==> src/rtl/galign_pkg.sv <==
package galign_pkg;

  localparam int LFSR_W = 4;
  localparam int SLOT_W = 8;
  localparam int DEPTH  = 16;
  localparam int IDX_W  = $clog2(DEPTH);

  typedef enum logic [2:0] {
    ST_MARK   = 3'd0,
    ST_HUNT   = 3'd1,
    ST_WAIT_M = 3'd2,
    ST_WAIT_H = 3'd3,
    ST_LOCK   = 3'd4
  } phase_t;

  // forward step, x^4 + x^3 + 1
  function automatic logic [LFSR_W-1:0] seq_fwd(input logic [LFSR_W-1:0] s);
    return {s[2:0], s[3] ^ s[2]};
  endfunction

  // inverse of seq_fwd
  function automatic logic [LFSR_W-1:0] seq_back(input logic [LFSR_W-1:0] n);
    return {n[0] ^ n[3], n[3:1]};
  endfunction

  function automatic logic [LFSR_W-1:0] seq_back_n(input logic [LFSR_W-1:0] s,
                                                   input int k);
    logic [LFSR_W-1:0] v;
    v = s;
    for (int i = 0; i < k; i++) v = seq_back(v);
    return v;
  endfunction

  function automatic logic [SLOT_W-1:0] slot_mask(input logic [1:0] rate);
    case (rate)
      2'd0:    return 8'h03;
      2'd1:    return 8'h0F;
      default: return 8'hFF;
    endcase
  endfunction

  function automatic logic [SLOT_W-1:0] slot_marker(input logic [1:0] rate);
    case (rate)
      2'd0:    return 8'h02;
      2'd1:    return 8'h08;
      default: return 8'h80;
    endcase
  endfunction

  function automatic logic [SLOT_W-1:0] slot_pattern(input logic [LFSR_W-1:0] v,
                                                     input logic [1:0] rate);
    case (rate)
      2'd0:    return {6'd0, v[1:0]};
      2'd1:    return {4'd0, v};
      default: return {v, v};
    endcase
  endfunction

endpackage

==> src/rtl/galign_ctrl.sv <==
module galign_ctrl
  import galign_pkg::*;
#(
  parameter int WAIT_W = 8
) (
  input  logic              clk,
  input  logic              rst_n,
  input  logic              frame_en,
  input  logic              realign,
  input  logic [WAIT_W-1:0] hold_frames,
  input  logic              marker_ok,
  input  logic              match_any,
  input  logic [IDX_W-1:0]  match_idx,
  output logic              aligned,
  output logic [IDX_W-1:0]  offset,
  output logic              shift_req
);

  phase_t            st_q, st_d;
  logic [WAIT_W-1:0] cnt_q, cnt_d;
  logic              al_q, al_d;
  logic [IDX_W-1:0]  off_q, off_d;
  logic              sr_q, sr_d;

  always_comb begin
    st_d  = st_q;
    cnt_d = cnt_q;
    al_d  = al_q;
    off_d = off_q;
    sr_d  = 1'b0;
    if (realign) begin
      st_d  = ST_MARK;
      cnt_d = '0;
      al_d  = 1'b0;
      off_d = '0;
    end else if (frame_en) begin
      case (st_q)
        ST_MARK: begin
          if (marker_ok) begin
            st_d = ST_HUNT;
          end else begin
            sr_d  = 1'b1;
            st_d  = ST_WAIT_M;
            cnt_d = hold_frames;
          end
        end
        ST_HUNT: begin
          if (match_any) begin
            st_d  = ST_LOCK;
            al_d  = 1'b1;
            off_d = match_idx;
          end else begin
            sr_d  = 1'b1;
            st_d  = ST_WAIT_H;
            cnt_d = hold_frames;
          end
        end
        ST_WAIT_M, ST_WAIT_H: begin
          if (cnt_q <= WAIT_W'(1)) begin
            st_d  = (st_q == ST_WAIT_M) ? ST_MARK : ST_HUNT;
            cnt_d = '0;
          end else begin
            cnt_d = cnt_q - WAIT_W'(1);
          end
        end
        default: ;
      endcase
    end
  end

  always_ff @(posedge clk or negedge rst_n) begin
    if (!rst_n) begin
      st_q  <= ST_MARK;
      cnt_q <= '0;
      al_q  <= 1'b0;
      off_q <= '0;
      sr_q  <= 1'b0;
    end else begin
      st_q  <= st_d;
      cnt_q <= cnt_d;
      al_q  <= al_d;
      off_q <= off_d;
      sr_q  <= sr_d;
    end
  end

  assign aligned   = al_q;
  assign offset    = off_q;
  assign shift_req = sr_q;

  a_r7_one_clock: assert property (@(posedge clk) disable iff (!rst_n)
    sr_q |=> !sr_q);

  a_r9_lock_holds: assert property (@(posedge clk) disable iff (!rst_n)
    (al_q && !realign) |=> (al_q && $stable(off_q)));

  a_r9_quiet_locked: assert property (@(posedge clk) disable iff (!rst_n)
    al_q |-> !sr_q);

  a_r10_realign_clears: assert property (@(posedge clk) disable iff (!rst_n)
    realign |=> (!al_q && !sr_q && st_q == ST_MARK));

  a_r8_req_enters_wait: assert property (@(posedge clk) disable iff (!rst_n)
    sr_q |-> (st_q == ST_WAIT_M || st_q == ST_WAIT_H));

endmodule

==> config.mk <==
export PLATFORM = sky130hd
export DESIGN_NAME = galign_ctrl
export DESIGN_NICKNAME = d
export VERILOG_FILES = /design/src/rtl/galign_pkg.sv /design/src/rtl/galign_ctrl.sv
export SDC_FILE = /design/constraint.sdc
export NUM_CORES = 1
export LEC_CHECK = 0
export BUFFER_PORTS_ARGS = -buffer_cell sky130_fd_sc_hd__buf_2
export CORE_UTILIZATION = 47
export DETAILED_ROUTE_END_ITERATION = 10
export PLACE_DENSITY = 0.73
export SYNTH_ARGS = -nofsm -noshare
export SYNTH_HDL_FRONTEND = slang
export SYNTH_SLANG_ARGS = --single-unit
==> constraint.sdc <==
create_clock -name clk -period 1.7 [get_ports clk]
set_clock_uncertainty 0.05 [all_clocks]
set_input_delay 0.34 -clock clk [delete_from_list [all_inputs] [get_ports clk]]
set_output_delay 0.34 -clock clk [all_outputs]
set_load 0.05 [all_outputs]
### After elaboration in Yosys (flattened, before gate mapping)

Cells that the tools add are included.

| word-level totals | value |
|---|---|
| bits in registers | 17 |
| word-level logic and storage cells | 48 |

| operators by class | value |
|---|---|
| mux-type cells | 26 |
| reduce and logical (&&, ||, !) cells | 9 |
| order comparisons | 1 |
| add/sub/neg operators | 1 |
| equal/unequal tests | 6 |

Operators by type and width:

| cell | number |
|---|---|
| 8-bit two-way mux | 5 |
| 8-bit one-hot mux with 3 select lines | 1 |
| 4-bit two-way mux | 4 |
| 3-bit two-way mux | 4 |
| 1-bit two-way mux | 9 |
| 3-bit != test (second input constant) | 3 |
| 3-bit one-hot mux with 3 select lines | 1 |
| 8-bit by 1-bit less-or-equal comparator with 1-bit output (second input constant) | 1 |
| 8-bit by 1-bit subtractor with 8-bit output (second input constant) | 1 |
| 3-bit by 2-bit equality test with 1-bit output (second input constant) | 2 |
| 3-bit AND reduction | 2 |
| 2-bit nonzero test | 3 |
| 4-bit AND reduction | 1 |
| 4-bit nonzero test | 1 |
| 3-bit by 1-bit equality test with 1-bit output (second input constant) | 1 |
| 3-bit logical NOT | 1 |
| 2-bit two-way mux | 1 |
| 1-bit one-hot mux with 2 select lines | 1 |
| 2-bit OR reduction | 1 |

### Logic depth before layout (Yosys ltp)

Gate-level depths: netlist of the first run.

| logic depth | value |
|---|---|
| word-level depth | 6 |
| depth in mapped cells | 6 |

### Least setup slack after synthesis of the first run

Ideal clock, no wire load.

| timing | value |
|---|---|
| path kind | register to register |
| from | register cnt_q[0] |
| to | register cnt_q[6] |
| required time | 1.562 ns |
| path slack | -0.092 ns |
| data arrival time | 1.654 ns |
| stages on the path, launching flop included | 7 |
| library setup time | 0.088 ns |
| cell sequence | dfrtp_1 inv_1 ha_1 or4b_4 a2111oi_2 o21ai_1 a41oi_1 |

| between the ends | value |
|---|---|
| cells in the longest elaborated chain, start to end | 5 |
| elaborated cells on any way between the ends | 6 |
| classes of those cells | 1 x add/sub; 1 x order compare; 4 x mux |

RTL lines:

| item | line | source |
|---|---|---|
| start, declared | galign_ctrl.sv:20 | `logic [WAIT_W-1:0] cnt_q, cnt_d;` |
| start signal, assigned | galign_ctrl.sv:80 | `cnt_q <= cnt_d;` |
| 8-bit by 1-bit subtractor with 8-bit output or 8-bit by 1-bit less-or-equal comparator with 1-bit output (tied branches) | galign_ctrl.sv:63, galign_ctrl.sv:59 |  |
| 8-bit two-way mux * | galign_ctrl.sv:59 | `if (cnt_q <= WAIT_W'(1)) begin` |
| 8-bit one-hot mux with 3 select lines * | galign_ctrl.sv:37 | `case (st_q)` |
| 8-bit two-way mux * | galign_ctrl.sv:36 | `end else if (frame_en) begin` |
| 8-bit two-way mux * | galign_ctrl.sv:31 | `if (realign) begin` |

Mark *: on every way between the ends. The rest lies on a longest branch, timed or not. The select of a mux whose other input is x is not followed.
A chain may end at the register's enable or synchronous reset.

### Worst setup path after layout of the first run

Ends and elaborated chain as after synthesis.

==> flow_summary.toml, run 1 <==
[floorplan]
fp.dieW_um = 50.04
initial_utilization_pct = 49.51
dieArea_um2 = 2504
row_count = 17
fp.dieH_um = 50.04
coreArea_um2 = 2191
ios = 24

[drt]
vias = 1025
drtIter0Drc = 24
wl_per_cell_um = 15.43
ant_nets = 0
drc = 0
wirelength_um = 2840
avgViaCountPerCell = 5.571
firstDrtPassIters = 4

[pwr]
peakVddDrop_v = 0.0005877
p_total_mw = 1.078
leakagePower_nw = 0.6601
power_density_nw_per_um2 = 733.8

[clock_tree]
root_buffer = "clkbuf_4"
worstSkewPairLatency_ns = 0.30
cts_sinks = 17
clockBufferDepth = 2
cts_tree = "yes"
cts_buffers = 3
cts.htree.levels = 1
clk_pin_slew_ns = 0.10

[finish]
nets = 177
area_delta_synth_final_pct = 35.41
fin_area_um2 = 1469
fillers = 171
fin_util_pct = 67.05
antenna_cells = 0
drive_above_1_share_pct = 44.87

[logic_synthesis]
synth-main-ff-cell = "dfrtp_1"
yosysWarnings = 0
synth_seq_cells = 17
syn-mean-instance-area_um2 = 9.686
yosysUniqueCellTypes = 41
syn_area_um2 = 1085
syn_inst = 112
yosysSeqAreaShare_pct = 39.22
syn-num-nets = 132
async_flop_share_pct = 100.0
synth_edf_count = 0

[status]
outcome = "finished, violations left"
violations = "negative setup slack"

[place]
place_congestion = 0.8468
dp_hpwl_um = 1840
place_area_um2 = 1318
port_buffers = 23

[critical_path]
ff2ff_path_depth = 6
criticalPathCategory = "register to register"
startpoint_type = "register"
critPathRequiredTime_ns = 1.83
cp.arrival_ns = 1.88
cp_max_fo = 3
cp-end-kind = "register"

[timing]
relSlewSlack_pct = 72.79
final.setup.worst_slack_ns = -0.04833
fmax_ghz = 0.5720
setup_tns_ns = -0.1076
worst-slew-pin-transition_ns = 0.4066
min_period_over_period_pct = 102.8
finalSetupViolations = 3
holdWs_ns = 0.2019
finalHoldViolations = 0
maxSlewViolCount = 0
rsz0062_at_grt = "true"
period_needed_ns = 1.748

[grt]
grt_max_degree = 18
grt_use_total_pct = 24.46
overflow = 0
grt_pass1_wl_um = 4567
grt_antenna_before_repair = 0
grt_pass1_vias = 989

[min_path]
worst_hold_path.num_cells = 3
hold_class = "input port to register"

[flow_run]
max_cap_violations = 0
[sequential cells by signal (all words and copies together), names as in the netlist]
| name | count |
|---|---|
| st_q | 3 |
| shift_req | 1 |
| offset | 4 |
| aligned | 1 |
| cnt_q | 8 |
[metrics by stage]
stage                     worst slack [ns]  cells
final                             -0.04833    184
after global routing               -0.1170    184
after CTS                        -0.001516    182
after detailed placement          -0.03383    174
after global placement           0.0006846    174
after floorplan                   0.009512    112
[cells in the final DEF (no fill, tap or decap), types with 3 or more instances in the layout]
master    netlist  layout
buf_2           1      23
nand2_1         6       6
dfrtp_1        17      17
a21oi_1         8       8
nand2b_1        3       3
buf_4           0      19
mux2i_1         4       4
inv_1           9       7
clkbuf_4        0       3
nand3_1         3       3
nor2_1         12      12
o21ai_0         4       3
[logic make-up (layout without fill, tap and decap cells)]
logic type,count (synthesis),after routing,synth area share (%)
adder cells (fa/ha/maj),2,2,2.306
multiplexers,5,5,4.729
buffers and inverters,14,58,7.727
AND/OR/NAND/NOR,44,44,25.83
AO/OA/AOI/OAI,30,30,20.19
flip-flops,17,17,39.22
[what timing repair did]
| action | in CTS | in global routing |
|---|---|---|
| hold buffers | 1 | 0 |
| endpoints found under the setup margin | 5 | 10 |
| resized for setup | 3 | 13 |
| cloned | 0 | 0 |
| setup buffers | 3 | 2 |
| pin swaps | 4 | 13 |
| endpoints found under the hold margin | 17 | 0 |
[worst max-delay path, stage by stage, from the launching register on]
cell	delay, ns
dfrtp_1	0.43
inv_2	0.09
ha_4	0.13
or4b_4	0.49
o21a_1	0.22
o21ai_2	0.12
a41oi_2	0.11
[final timing paths]
kind	startpoint	to	slack (ns)
max	cnt_q[0]	cnt_q[6]	-0.05
min in group asynchronous	rst_n	aligned	0.43
min	hold_frames[4]	cnt_q[4]	0.20
max in group asynchronous	rst_n	cnt_q[5]	0.88
max reg2reg	cnt_q[0]	cnt_q[6]	-0.05
min reg2reg	aligned	aligned	0.45
[cells in the mapped netlist, drive strengths merged, types with 3 or more instances]
master,n,share of area [%]
a211oi,3,2.1
a21oi,8,3.7
clkbuf,4,4.2
dfrtp,17,39
inv,9,3.1
mux2i,4,3.7
nand2,6,2.1
nand2b,4,3.0
nand3,3,1.4
nor2,13,4.7
nor3,3,3.5
o21ai,6,2.8
[cell type report]
type                    instances  area (µm²)  area share [%]
clock inverters                 1       5.005          0.3407
inverters                       9       33.78           2.300
clock buffers                   3       22.52           1.533
multi-input cells              81       656.9           44.72
flip-flops and latches         17       425.4           28.96
well taps                      28       35.03           2.385
repair buffers                 45       290.3           19.76
[routing by layer]
metal	track usage, %	vias to the layer above	routed length [µm]
li1	-	495	-
met1	32.43	493	1197
met2	38.67	28	1454
met3	2.778	9	126
met4	12.86	0	61
met5	0	-	0
[where the power goes]
| part | internal [mW] | switching (mW) | leakage, nW |
|---|---|---|---|
| Combinational | 0.184 | 0.208 | 0.411 |
| Sequential | 0.429 | 0.0288 | 0.232 |
| Clock | 0.0878 | 0.141 | 0.0177 |
No activity file was read; power rests on OpenSTA's default activity.
==> run 2: changes to the inputs <==
--- a/config.mk
+++ b/config.mk
@@ -9,6 +9,7 @@
 export CORE_UTILIZATION = 47
 export DETAILED_ROUTE_END_ITERATION = 10
 export PLACE_DENSITY = 0.73
+export RECOVER_POWER = 50
 export SYNTH_ARGS = -nofsm -noshare
 export SYNTH_HDL_FRONTEND = slang
 export SYNTH_SLANG_ARGS = --single-unit
==> flow_summary.toml, run 2 (same netlist as run 1, synthesis figures left out) <==
[finish]
fin_util_pct = 66.99
area_delta_synth_final_pct = 35.29
drive_above_1_share_pct = 44.23
largest_reg_flops = 8
antenna_cells = 0
instances_no_fill = 184
final_common_cell = "buf_2"
fin_area_um2 = 1468
largest-register = "cnt_q"
nets = 177
final_cell_mix = "buf_2, buf_4, dfrtp_1, nor2_1, a21oi_1"

[drt]
avgViaCountPerCell = 5.571
drc = 0
wirelength_um = 2838
ant_nets = 0
firstDrtPassIters = 4
drtIter0Drc = 30
vias = 1025
wl_per_cell_um = 15.42

[timing]
worst-slew-pin-transition_ns = 0.9657
setup_tns_ns = -0.1076
min_period_over_period_pct = 102.8
fmax_ghz = 0.5720
finalSetupViolations = 3
relSlewSlack_pct = 35.62
final.setup.worst_slack_ns = -0.04833
maxSlewViolCount = 0
rsz0062_at_grt = "true"
period_needed_ns = 1.748
holdWs_ns = 0.2019
finalHoldViolations = 0

[grt]
grt_pass1_wl_um = 4567
grt_max_degree = 18
grt_pass1_vias = 989
grtUsageMet1_pct = 32.43
grtUsageMet2_pct = 38.67
overflow = 0
busiest_layer = "met2"
grt_antenna_before_repair = 0
use_met3_pct = 2.778
grt_use_total_pct = 24.46

[critical_path]
crit_start = "cnt_q[0]"
startpoint_type = "register"
cp-end-kind = "register"
cp_max_fo = 3
max_stage_delay_ns = 0.49
r2r_start = "cnt_q[0]"
crit_chain = "inv_2 > ha_4 > or4b_4 > o21a_1 > o21ai_2 > a41oi_2"
cp_slowest_cell = "or4b_4"
critPathRequiredTime_ns = 1.83
criticalPathCategory = "register to register"
cp.arrival_ns = 1.88

[floorplan]
coreArea_um2 = 2191
ios = 24
fp.dieH_um = 50.04
initial_utilization_pct = 49.51
fp.dieW_um = 50.04
dieArea_um2 = 2504
row_count = 17

[clock_tree]
cts_sinks = 17
cts_tree = "yes"
cts_buffers = 3
cts.htree.levels = 1
clk_pin_slew_ns = 0.10
root_buffer = "clkbuf_4"
worstSkewPairLatency_ns = 0.30
clockBufferDepth = 2

[status]
violations = "negative setup slack"
outcome = "finished, violations left"

[pwr]
leakagePower_nw = 0.6574
peakVddDrop_v = 0.0005877
p_total_mw = 1.078
power_density_nw_per_um2 = 734.2

[place]
dp_hpwl_um = 1840
place_area_um2 = 1318
dp.cells = 174
pre_cts_slack_ns = -0.03383
port_buffers = 23
place_congestion = 0.8468

[flow_run]
max_cap_violations = 0

[min_path]
hold_class = "input port to register"
min_from = "hold_frames[4]"
## run 2: cell types whose count changed in the layout (fill, tap and decap cells not counted), sizes merged
cell	previous run	this run
buf	44	43
clkbuf	3	4
## run 2: worst paths after layout
check	to	slack (ns)	cells past startpoint
min reg2reg	aligned	0.45	2
max reg2reg	cnt_q[6]	-0.05	6
max	cnt_q[6]	-0.05	6
min in group asynchronous	aligned	0.65	2
max in group asynchronous	cnt_q[5]	0.37	2
min	cnt_q[4]	0.20	3
## run 2: layout make-up
type,count,area [µm²]
Clock buffer,3,22.52
Clock inverter,1,5.005
Fill cell,172,723.2
Inverter,9,33.78
Multi-Input combinational cell,81,656.9
Sequential cell,17,425.4
Tap cell,28,35.03
Timing Repair Buffer,45,289.0
## run 2: report_power, final
group | total, mW | switching [mW] | internal (mW) | leakage [nW]
sequential | 0.458 | 0.0288 | 0.429 | 0.232
clock | 0.229 | 0.141 | 0.0878 | 0.0177
combinational | 0.391 | 0.208 | 0.184 | 0.408
total | 1.08 | 0.377 | 0.700 | 0.657
## run 2: repair_timing
action / 4_1_cts / 5_1_grt
pin swaps: 4 / 13
hold buffers: 1 / 0
resized for setup: 3 / 13
hold endpoints to repair: 17 / 0
endpoints found under the setup margin: 5 / 10
setup buffers: 3 / 2
## run 2: worst max-delay path, delay by kind of cell, from the launching register on
kind | cells | cell delay [ns]
DFF | 1 | 0.43
AOI/OAI and AO/OA | 3 | 0.45
buffers and inverters | 1 | 0.09
adders and majority gates | 1 | 0.13
and+or+nand+nor | 1 | 0.49
## run 2: layer usage
metal | share of wire, % | up-vias
li1 | - | 495
met5 | 0 | -
met3 | 4.4 | 9
met2 | 51 | 28
met4 | 2.1 | 0
met1 | 42 | 493
